**src/rtl/phy_crw_pkg.sv**
```systemverilog
package phy_crw_pkg;

  typedef enum logic [1:0] {PH_ADR = 2'd0, PH_DAT = 2'd1, PH_CMT = 2'd2} phase_t;
  typedef enum logic [1:0] {ST_IDLE = 2'd0, ST_LAUNCH = 2'd1, ST_WAIT = 2'd2} state_t;

  localparam int SCRIPT_LEN = 3;

  function automatic logic [15:0] script_addr(input logic [1:0] idx);
    case (idx)
      2'd0:    script_addr = 16'h1006;
      2'd1:    script_addr = 16'h1002;
      default: script_addr = 16'h102D;
    endcase
  endfunction

  function automatic logic [15:0] script_data(input logic [1:0] idx);
    case (idx)
      2'd0:    script_data = (16'd1 << 11) | (16'd4 << 8) | (16'd1 << 7);
      2'd1:    script_data = (16'd1 << 14) | (16'd23 << 7) | 16'd110;
      default: script_data = 16'h0080;
    endcase
  endfunction

endpackage

```
**src/rtl/phy_crw_tick.sv**
```systemverilog
module phy_crw_tick #(
  parameter int TICK_DIV = 125
) (
  input  logic clk,
  input  logic rst_n,
  output logic tick
);
  localparam int CW = (TICK_DIV > 2) ? $clog2(TICK_DIV) : 1;
  localparam logic [CW-1:0] LAST = CW'(TICK_DIV - 1);

  logic [CW-1:0] cnt_q, cnt_d;

  assign tick = (cnt_q == LAST);

  always_comb begin
    cnt_d = tick ? '0 : cnt_q + 1'b1;
  end

  always_ff @(posedge clk or negedge rst_n) begin
    if (!rst_n) cnt_q <= '0;
    else        cnt_q <= cnt_d;
  end
endmodule

```
**src/rtl/phy_crw_poll.sv**
```systemverilog
module phy_crw_poll #(
  parameter int POLL_LIMIT = 100
) (
  input  logic clk,
  input  logic rst_n,
  input  logic clr,
  input  logic en,
  input  logic tick,
  input  logic ack,
  output logic hit,
  output logic expire
);
  localparam int PW = $clog2(POLL_LIMIT + 1);
  localparam logic [PW-1:0] LAST = PW'(POLL_LIMIT - 1);

  logic [PW-1:0] cnt_q, cnt_d;
  logic          poll;

  assign poll   = en & tick;
  assign hit    = poll & ack;
  assign expire = poll & ~ack & (cnt_q == LAST);

  always_comb begin
    cnt_d = cnt_q;
    if (clr)               cnt_d = '0;
    else if (poll && !ack) cnt_d = cnt_q + 1'b1;
  end

  always_ff @(posedge clk or negedge rst_n) begin
    if (!rst_n) cnt_q <= '0;
    else        cnt_q <= cnt_d;
  end
endmodule

```
**src/rtl/phy_crw_master.sv**
```systemverilog
module phy_crw_master
  import phy_crw_pkg::*;
#(
  parameter int TICK_DIV   = 125,
  parameter int POLL_LIMIT = 100
) (
  input  logic        clk,
  input  logic        rst_n,
  input  logic        req_valid,
  output logic        req_ready,
  input  logic [15:0] req_addr,
  input  logic [15:0] req_data,
  input  logic        script_start,
  output logic [15:0] phy_din,
  output logic        adr_stb,
  input  logic        adr_clr,
  output logic        dat_stb,
  input  logic        dat_clr,
  output logic        cmt_stb,
  input  logic        cmt_clr,
  output logic        wr_done,
  output logic        wr_err,
  output logic [15:0] err_value
);
  localparam logic [1:0] SCR_LAST = 2'(SCRIPT_LEN - 1);

  // reset: asynchronous assert, synchronous release
  logic [1:0] rsync_q;
  logic       rst_i_n;
  always_ff @(posedge clk or negedge rst_n) begin
    if (!rst_n) rsync_q <= 2'b00;
    else        rsync_q <= {rsync_q[0], 1'b1};
  end
  assign rst_i_n = rsync_q[1];

  logic tick, hit, expire, ack_sel;

  state_t      st_q, st_d;
  phase_t      ph_q, ph_d;
  logic [15:0] addr_q, addr_d, data_q, data_d, din_q, din_d, ev_q, ev_d;
  logic        scr_q, scr_d, done_q, done_d, err_q, err_d;
  logic [1:0]  idx_q, idx_d;
  logic [2:0]  stb;

  phy_crw_tick #(.TICK_DIV(TICK_DIV)) u_tick (
    .clk(clk), .rst_n(rst_i_n), .tick(tick)
  );

  phy_crw_poll #(.POLL_LIMIT(POLL_LIMIT)) u_poll (
    .clk(clk), .rst_n(rst_i_n),
    .clr(st_q == ST_LAUNCH), .en(st_q == ST_WAIT),
    .tick(tick), .ack(ack_sel), .hit(hit), .expire(expire)
  );

  always_comb begin
    case (ph_q)
      PH_ADR:  ack_sel = adr_clr;
      PH_DAT:  ack_sel = dat_clr;
      default: ack_sel = cmt_clr;
    endcase
  end

  assign stb       = (st_q == ST_WAIT) ? (3'b001 << ph_q) : 3'b000;
  assign adr_stb   = stb[0];
  assign dat_stb   = stb[1];
  assign cmt_stb   = stb[2];
  assign req_ready = (st_q == ST_IDLE) & ~script_start;
  assign phy_din   = din_q;
  assign wr_done   = done_q;
  assign wr_err    = err_q;
  assign err_value = ev_q;

  // next-state logic
  always_comb begin
    st_d   = st_q;
    ph_d   = ph_q;
    addr_d = addr_q;
    data_d = data_q;
    din_d  = din_q;
    ev_d   = ev_q;
    scr_d  = scr_q;
    idx_d  = idx_q;
    done_d = 1'b0;
    err_d  = 1'b0;
    case (st_q)
      ST_IDLE: begin
        if (script_start) begin
          scr_d  = 1'b1;
          idx_d  = 2'd0;
          addr_d = script_addr(2'd0);
          data_d = script_data(2'd0);
          din_d  = script_addr(2'd0);
          ph_d   = PH_ADR;
          st_d   = ST_LAUNCH;
        end else if (req_valid) begin
          addr_d = req_addr;
          data_d = req_data;
          din_d  = req_addr;
          ph_d   = PH_ADR;
          st_d   = ST_LAUNCH;
        end
      end
      ST_LAUNCH: st_d = ST_WAIT;
      default: begin
        if (hit && ph_q != PH_CMT) begin
          ph_d  = (ph_q == PH_ADR) ? PH_DAT : PH_CMT;
          if (ph_q == PH_ADR) din_d = data_q;
          st_d  = ST_LAUNCH;
        end else if (hit || expire) begin
          done_d = hit;
          err_d  = expire;
          if (expire) begin
            case (ph_q)
              PH_ADR:  ev_d = addr_q;
              PH_DAT:  ev_d = data_q;
              default: ev_d = 16'h0000;
            endcase
          end
          if (scr_q && idx_q != SCR_LAST) begin
            idx_d  = idx_q + 2'd1;
            addr_d = script_addr(idx_q + 2'd1);
            data_d = script_data(idx_q + 2'd1);
            din_d  = script_addr(idx_q + 2'd1);
            ph_d   = PH_ADR;
            st_d   = ST_LAUNCH;
          end else begin
            scr_d = 1'b0;
            st_d  = ST_IDLE;
          end
        end
      end
    endcase
  end

  // state registers
  always_ff @(posedge clk or negedge rst_i_n) begin
    if (!rst_i_n) begin
      st_q   <= ST_IDLE;
      ph_q   <= PH_ADR;
      addr_q <= '0;
      data_q <= '0;
      din_q  <= '0;
      ev_q   <= '0;
      scr_q  <= 1'b0;
      idx_q  <= 2'd0;
      done_q <= 1'b0;
      err_q  <= 1'b0;
    end else begin
      st_q   <= st_d;
      ph_q   <= ph_d;
      addr_q <= addr_d;
      data_q <= data_d;
      din_q  <= din_d;
      ev_q   <= ev_d;
      scr_q  <= scr_d;
      idx_q  <= idx_d;
      done_q <= done_d;
      err_q  <= err_d;
    end
  end
endmodule

```
**config.mk**
```make
export PLATFORM = sky130hd
export DESIGN_NAME = phy_crw_master
export DESIGN_NICKNAME = d
export VERILOG_FILES = /design/src/rtl/phy_crw_pkg.sv /design/src/rtl/phy_crw_tick.sv /design/src/rtl/phy_crw_poll.sv /design/src/rtl/phy_crw_master.sv
export SDC_FILE = /design/constraint.sdc
export NUM_CORES = 1
export LEC_CHECK = 0
export ABC_AREA = 1
export BUFFER_PORTS_ARGS = -buffer_cell sky130_fd_sc_hd__buf_4
export CELL_PAD_IN_SITES_DETAIL_PLACEMENT = 0
export CELL_PAD_IN_SITES_GLOBAL_PLACEMENT = 1
export CORE_ASPECT_RATIO = 0.5
export CORE_MARGIN = 2
export CORE_UTILIZATION = 37
export DETAILED_ROUTE_END_ITERATION = 12
export PLACE_DENSITY_LB_ADDON = 0.1
export SLEW_MARGIN = 20
export SYNTH_ARGS = -nofsm -noshare
export SYNTH_HDL_FRONTEND = slang
export SYNTH_SLANG_ARGS = --single-unit
```
**constraint.sdc**
```tcl
create_clock -name clk -period 2.9 [get_ports clk]
set_clock_uncertainty 0.05 [all_clocks]
set_input_delay 0.29 -clock clk [delete_from_list [all_inputs] [get_ports clk]]
set_output_delay 0.29 -clock clk [all_outputs]
set_load 0.01 [all_outputs]
```
==> implementation parameters, run 1 <==
Parameter                              Value

Clocking
  Max clock buf depth ... 2
  Number of H-tree branching levels ... 3
  Buffers inserted by post-CTS timing repair ... 0
  Total number of clock tree sinks ... 89
  Root buffer cell ... sky130_fd_sc_hd__clkbuf_16
  TritonCTS clock tree ... yes
  Clock network latency to the later pin of the worst-skew pair ... 340 ps
  Number of CTS-inserted buffers ... 9
  Clock edge transition at the registers on the reported setup and hold paths ... 70 ps

Setup path
  Data required time of the worst path ... 3080 ps
  Setup crit end kind ... flip-flop
  Startpoint kind of the worst setup timing path ... flip-flop
  Data arrival time at the worst-slack endpoint ... 2540 ps
  Critical Path Fanout Max ... 18
  Minimum setup slack among reg-to-reg paths ... 540 ps
  Reg-to-reg endpoint ... phy_din[15]$_DFFE_PN0P_
  Reg2reg start ... u_tick.cnt_q[0]$_DFF_PN0_
  Path depth of the worst reg2reg path ... 13
  Type of the setup path with the least slack ... flip-flop to flip-flop

Detailed routing
  WL final ... 10,800 um
  Antenna-violating nets left ... 0
  Mean routed wirelength per cell ... 14.0 um
  DRC errors left ... 0
  Number of DRC violations after detailed-routing iteration 0 ... 219
  DR vias ... 3,649
  Count of TritonRoute iterations in the first routing pass ... 4
  Number of vias per cell ... 4.73

Global route
  Maximum number of pins on one net before global-route repair ... 50
  Wire length of the first global-routing pass ... 17,900 um
  Via count of the first global-routing pass ... 3,623
  Antenna violations before repair ... 0
  GRT Total Usage ... 18.4%
  Final global-route overflow total ... 0

Timing
  Fmax achieved ... 0.424 GHz
  Hold violation total from the final report ... 0
  Total Negative Setup Slacks ... 0 ps
  Time the final worst path needs with I/O delays and setup ... 2360 ps
  Final max-slew violation count ... 0
  Slew Limit Headroom ... 51.9%
  Unrepaired setup endpoints after global routing ... false
  Number of setup violations in the final report ... 0
  Slew at the pin with the worst max-slew slack ... 719 ps
  Share of the cycle needed by the critical path after routing ... 81.4%

Power and ir drop
  Overall Power ... 3220 uW
  Static leakage ... 0.00285 uW
  Power Dens Cells ... 597 nW/um^2
  IR Drop Worst-Case VDD ... 275 uV

Floorplan
  Number of placement rows ... 27
  Area enclosed by the die boundary ... 12,700 sq um
  Starting utilization of the core area ... 38.8%
  Core box area ... 11,200 sq um
  Die X-Extent ... 158 um
  Die extent in y ... 80.8 um
  Count of pins on the block boundary ... 77

Final layout
  Area growth, synth to finish ... 23.7%
  Commonest cells after routing, fill and taps aside ... 167 x sky130_fd_sc_hd__nand2_1, 88 x sky130_fd_sc_hd__dfrtp_1, 82 x sky130_fd_sc_hd__buf_4
  Most common cell after layout, fill and taps aside ... sky130_fd_sc_hd__nand2_1
  Filler cell count ... 1,152
  Total area of multi-input combinational cells ... 1750 sq um
  Post-route design area ... 5400 sq um
  Sequential cell area ... 2230 sq um
  Share of layout cells above drive strength 1 ... 19.6%
  Count of antenna diodes in the layout ... 0
  Net total in the final layout ... 653

Yosys
  Post-synthesis sequential element count ... 89
  Sequential share of the synthesized area ... 51.0%
  Ranking of synthesized cells by area ... sky130_fd_sc_hd__dfrtp_1 51%, sky130_fd_sc_hd__nand2_1 14%, sky130_fd_sc_hd__inv_1 5.7%
  Post-Synthesis Mean Instance Area ... 8.22 sq um
  Total number of yosys warnings ... 0
  Count of distinct cell types in the synthesized netlist ... 35
  Nets in the synthesized netlist ... 577
  Cell accounting for the most synthesized area ... sky130_fd_sc_hd__dfrtp_1
  Area share of the leading cell type in the synthesized netlist ... 51.0%
  Synthesized instance count ... 531
  Area of the mapped netlist ... 4370 sq um

Min path
  Hold Path Class ... input pin to flip-flop
  Hold Path Depth ... 3
  Hold Crit Start ... req_data[13]
  Hold worst-path end ... data_q[13]$_DFFE_PN0P_

Placement
  Port bufs ... 76
  Placement-stage cell area ... 5070 sq um
  Final estimated routing congestion in global placement ... 0.766
  Detail Placement HPWL ... 7920 um

Run status
  Status ... completed

Run
  MaxCap Viol Count ... 0
## timing repair
item                       CTS  global route
setup endpoints to repair    0             0
hold buffers                 1             0
hold endpoints to repair     2             0
resized for setup            0             0
## cell usage after synthesis, drive strengths merged
master,n
nor3,4
o21a,2
o22ai,17
inv,69
dfrtp,89
conb,1
nand3,47
xor2,2
o21ai,59
a311oi,1
clkbuf,4
o2111ai,1
clkinv,1
nand2,175
a21oi,5
a31oi,1
buf,15
nor2,24
o22a,1
o31ai,2
ha,7
nand4,4
## cell families (layout without fill, tap and decap cells)
| group | after synthesis | after routing | synth area share (%) |
|---|---|---|---|
| AO/OA/AOI/OAI | 89 | 89 | 11.2 |
| other | 1 | 1 | 0.0859 |
| adder cells (fa/ha/maj) | 7 | 7 | 2.01 |
| XOR/XNOR | 2 | 2 | 0.401 |
| buffers and inverters | 89 | 170 | 9.03 |
| AND/OR/NAND/NOR | 254 | 254 | 26.3 |
| flip-flops | 89 | 89 | 51.0 |
## per-stage QoR
step / hold WS (ps) / setup WS (ps) / util, % / instances
floorplan: -55.6 / 188 / - / 531
global placement: 22.8 / 629 / 45.1 / 754
detailed placement: 23.0 / 535 / 45.1 / 754
CTS: 127 / 523 / 48.0 / 771
global route: 150 / 276 / 48.0 / 771
finish: 134 / 541 / 48.0 / 771
## flip-flops by register name (all words and copies together) (netlist names)
signal        count
wr_err            1
ph_q              2
idx_q             2
u_poll.cnt_q      7
rsync_q           2
err_value        16
wr_done           1
phy_din          16
addr_q           16
st_q              2
scr_q             1
u_tick.cnt_q      7
data_q           16
## worst max-delay path, cell delays in order, from the launching register on
cell and delay (ps):
sky130_fd_sc_hd__dfrtp_1 400, sky130_fd_sc_hd__inv_1 60, sky130_fd_sc_hd__ha_1 190, sky130_fd_sc_hd__inv_1 60, sky130_fd_sc_hd__nor2_2 40, sky130_fd_sc_hd__nand2_2 120
sky130_fd_sc_hd__nor2_4 50, sky130_fd_sc_hd__nand3_2 130, sky130_fd_sc_hd__buf_4 240, sky130_fd_sc_hd__inv_1 140, sky130_fd_sc_hd__nand2_4 210, sky130_fd_sc_hd__nand3_2 320
sky130_fd_sc_hd__nand2_1 160, sky130_fd_sc_hd__nand2_1 60
## metal layers
layer | wire length [um] | global-route usage, % | part of all wire, % | vias up
li1 | - | - | - | 1848
met1 | 5400 | 25.2 | 50 | 1731
met2 | 4970 | 30.1 | 46 | 61
met3 | 366 | 4.43 | 3.4 | 9
met4 | 93 | 3.82 | 0.86 | 0
met5 | 0 | 0 | 0 | -
## how the worst max path moves through the flow
stage	slack (ps)	start	endpoint
detailed placement	530	u_tick.cnt_q[0]$_DFF_PN0_	phy_din[15]$_DFFE_PN0P_
global route	280	u_tick.cnt_q[0]$_DFF_PN0_	phy_din[2]$_DFFE_PN0P_
CTS	520	u_tick.cnt_q[0]$_DFF_PN0_	phy_din[15]$_DFFE_PN0P_
floorplan	190	rsync_q[1]$_DFF_PN0_	addr_q[0]$_DFFE_PN0P_
global placement	630	u_tick.cnt_q[0]$_DFF_PN0_	phy_din[10]$_DFFE_PN0P_
finish	540	u_tick.cnt_q[0]$_DFF_PN0_	phy_din[15]$_DFFE_PN0P_
## area by class of cell
cell class / instances / share of cell area (%)
clock buffer: 11 / 4.31
clock inverter: 5 / 1.51
inverter: 70 / 4.87
multi-input combinational: 353 / 32.4
sequential: 89 / 41.3
tap: 159 / 3.68
timing repair buffer: 84 / 12.0
## power breakdown
group	leakage [uW]	switching, uW	internal (uW)
Clock	0.000150	484	756
Combinational	0.00162	318	200
Sequential	0.00108	67.3	1400
Note: power is estimated with default switching activity, not from simulation.
==> run 2: changes to the inputs <==
==> constraint.sdc (replaced) <==
create_clock -name clk -period 1.98 [get_ports clk]
set_clock_uncertainty 0.05 [all_clocks]
set_input_delay 0.198 -clock clk [delete_from_list [all_inputs] [get_ports clk]]
set_output_delay 0.198 -clock clk [all_outputs]
set_load 0.01 [all_outputs]
==> run 2 against run 1 <==
Effect of this change: via count up 3.2%; clock-buffer cell count down 1; global-route usage up 0.27 points; register-to-register slack worse by 480 ps; die area unchanged; cell count up 4.3%; clock power up 53%; sequential power up 47%; critical endpoint is now data_q[13]$_DFFE_PN0P_; flip-flop and latch count unchanged; first-iteration DRC count down 24%; hold slack worse by 93 ps.
==> implementation parameters, run 2 (synthesis gave the netlist of run 1 again) <==
Parameter                              Value

Run status
  Status ... completed

Final layout
  Fraction of the core area covered by cells at the end of the flow ... 52.9% (+4.9 points)
  Most common cell after layout, fill and taps aside ... sky130_fd_sc_hd__nand2_1
  Count of antenna diodes in the layout ... 0 (unchanged)
  Area growth, synth to finish ... 36.2%
  Share of layout cells above drive strength 1 ... 27.1% (+7.5 points)
  Filler cell count ... 1,117 (-3.0%)
  Commonest cells after routing, fill and taps aside ... 163 x sky130_fd_sc_hd__nand2_1, 102 x sky130_fd_sc_hd__buf_4, 88 x sky130_fd_sc_hd__dfrtp_1
  Net total in the final layout ... 686 (+5.1%)

Setup path
  Number of buffers and inverters on the critical path ... 4 (unchanged)
  Data arrival time at the worst-slack endpoint ... 2150 ps (-390 ps)
  Critical path, cell by cell ... inv_1 > ha_4 > inv_2 > nor2_2 > nand2_2 > nor2_4 > o21ai_2 > nand2_2 > nand2_4 > nor2_8 > buf_12 > clkbuf_16 > nand3_2 > o21ai_1
  Largest incremental delay on the critical path ... 380 ps (-20 ps)
  Minimum setup slack among reg-to-reg paths ... 60 ps (-480 ps)
  Setup crit end kind ... flip-flop
  Critical Path Fanout Max ... 14 (-4)
  Cell repeated most along the worst path ... sky130_fd_sc_hd__nand2_2
  Data required time of the worst path ... 2210 ps (-870 ps)
  Cell family with most CP delay ... simple AND/OR/NAND/NOR gates
  Type of the setup path with the least slack ... flip-flop to flip-flop
  Path depth of the worst reg2reg path ... 14 (+1)
  Library cell contributing the largest single delay on the critical path ... sky130_fd_sc_hd__dfrtp_1
  Critical path depth in cells ... 14 (+1)
  Startpoint kind of the worst setup timing path ... flip-flop
  Reg-to-reg endpoint ... data_q[13]$_DFFE_PN0P_
  Reg2reg start ... u_tick.cnt_q[0]$_DFF_PN0_

Timing
  Time the final worst path needs with I/O delays and setup ... 1920 ps (-436 ps)
  Final max-slew violation count ... 0 (unchanged)
  Fmax achieved ... 0.520 GHz (+23%)
  Number of setup violations in the final report ... 0 (unchanged)
  Hold violation total from the final report ... 0 (unchanged)
  Share of the cycle needed by the critical path after routing ... 97.2% (+16 points)
  Hold slack ... 41.0 ps (-92.9 ps)
  Unrepaired setup endpoints after global routing ... true

Floorplan
  Die extent in y ... 80.8 um (unchanged)
  Die X-Extent ... 158 um (unchanged)
  Starting utilization of the core area ... 38.8% (unchanged)
  Count of pins on the block boundary ... 77 (unchanged)
  Core box area ... 11,200 sq um (unchanged)
  Number of placement rows ... 27 (unchanged)
  Area enclosed by the die boundary ... 12,700 sq um (unchanged)

Detailed routing
  Number of DRC violations after detailed-routing iteration 0 ... 167 (-24%)
  DRC errors left ... 0 (unchanged)
  Count of TritonRoute iterations in the first routing pass ... 4 (unchanged)
  Mean routed wirelength per cell ... 14.9 um (+5.8%)
  Number of vias per cell ... 4.68 (-1.0%)
  Antenna-violating nets left ... 0 (unchanged)
  DR vias ... 3,766 (+3.2%)
  WL final ... 11,900 um (+10%)

Placement
  Port bufs ... 76 (unchanged)
  Final estimated routing congestion in global placement ... 0.748 (-2.3%)
  Detail Placement HPWL ... 8120 um (+2.5%)

Global route
  Final global-route overflow total ... 0 (unchanged)
  GRT Total Usage ... 18.7% (+0.27 points)
  Antenna violations before repair ... 0 (unchanged)
  Wire length of the first global-routing pass ... 18,100 um (+1.1%)
  Via count of the first global-routing pass ... 3,616 (-0.19%)
  Maximum number of pins on one net before global-route repair ... 38 (-24%)

Clocking
  Root buffer cell ... sky130_fd_sc_hd__clkbuf_16
  TritonCTS clock tree ... yes
  Max clock buf depth ... 2 (unchanged)
  Clock network latency to the later pin of the worst-skew pair ... 340 ps (about the same)
  Number of H-tree branching levels ... 3 (unchanged)
  Number of CTS-inserted buffers ... 9 (unchanged)
  Clock edge transition at the registers on the reported setup and hold paths ... 70 ps (about the same)
  Total number of clock tree sinks ... 89 (unchanged)

Run
  MaxCap Viol Count ... 0 (unchanged)

Min path
  Hold Path Depth ... 3 (unchanged)
  Hold Crit Start ... req_data[13]
  Hold Path Class ... input pin to flip-flop
  Hold worst-path end ... data_q[13]$_DFFE_PN0P_

Power and ir drop
  Static leakage ... 0.00311 uW (+9.1%)
  Power Dens Cells ... 822 nW/um^2 (+38%)
  IR Drop Worst-Case VDD ... 454 uV (+65%)
[run 2: changes by cell type in the layout (fill, tap and decap cells not counted), sizes merged]
cell / before / now
buf: 83 / 111
clkbuf: 11 / 15
clkinv: 3 / 5
clkinvlp: 1 / 0
[run 2: what timing repair did]
| item | in CTS | in global routing |
|---|---|---|
| endpoints found under the setup margin | 0 | 69 |
| hold endpoints to repair | 2 | 0 |
| resized for setup | 0 | 48 |
| hold buffers | 1 | 0 |
| buffers inserted | 0 | 6 |
[run 2: report_power, final]
part / switching, uW / internal [uW]
sequential: 89.2 / 2050
clock: 753 / 1150
combinational: 516 / 342
total: 1360 / 3530
[run 2: worst max path at each step]
stage	to	startpoint	slack, ps
2_1_floorplan	phy_din[10]$_DFFE_PN0P_	u_tick.cnt_q[0]$_DFF_PN0_	160
3_3_place_gp	err_value[11]$_DFFE_PN0P_	u_tick.cnt_q[1]$_DFF_PN0_	80
3_5_place_dp	err_value[6]$_DFFE_PN0P_	u_tick.cnt_q[1]$_DFF_PN0_	50
4_1_cts	err_value[6]$_DFFE_PN0P_	u_tick.cnt_q[1]$_DFF_PN0_	10
5_1_grt	addr_q[4]$_DFFE_PN0P_	u_tick.cnt_q[0]$_DFF_PN0_	-70
6_report	data_q[13]$_DFFE_PN0P_	u_tick.cnt_q[0]$_DFF_PN0_	60
[run 2: cell type report]
type	instances	area (sq um)	area share (%)
Clock buffer	10	239	4.02
Timing Repair Buffer	117	1070	18.0
Tap cell	159	199	3.35
Clock inverter	6	91.3	1.54
Multi-Input combinational cell	353	1850	31.1
Sequential cell	89	2230	37.5
Inverter	70	268	4.50
[run 2: metal layers]
metal / share of wire [%] / GRT usage, % / routed length (um)
met1: 50 / 25.7 / 5990
met2: 47 / 30.0 / 5580
met3: 2.6 / 4.32 / 305
met4: 0.61 / 4.91 / 73
met5: 0 / 0 / 0
[run 2: worst reg2reg max path: cells and delay by family, from the launching register on]
| kind | cells | cell delay [ps] |
|---|---|---|
| AO/OA/AOI/OAI | 2 | 150 |
| AND/OR/NAND/NOR | 7 | 680 |
| flip-flops | 1 | 380 |
| buffers and inverters | 4 | 470 |
| adder cells (fa/ha/maj) | 1 | 140 |
[run 2: per-stage QoR]
| step | TNS (ps) | worst slack, ps | instances | total power (uW) | area (sq um) |
|---|---|---|---|---|---|
| 2_1_floorplan | 0 | 157 | 531 | 2670 | 4370 |
| 3_3_place_gp | 0 | 77.1 | 776 | 2990 | 5300 |
| 3_5_place_dp | 0 | 46.5 | 776 | 3000 | 5300 |
| 4_1_cts | 0 | 12.4 | 793 | 4910 | 5640 |
| 5_1_grt | -1280 | -67.0 | 804 | 5130 | 5950 |
| 6_report | 0 | 56.2 | 804 | 4890 | 5950 |
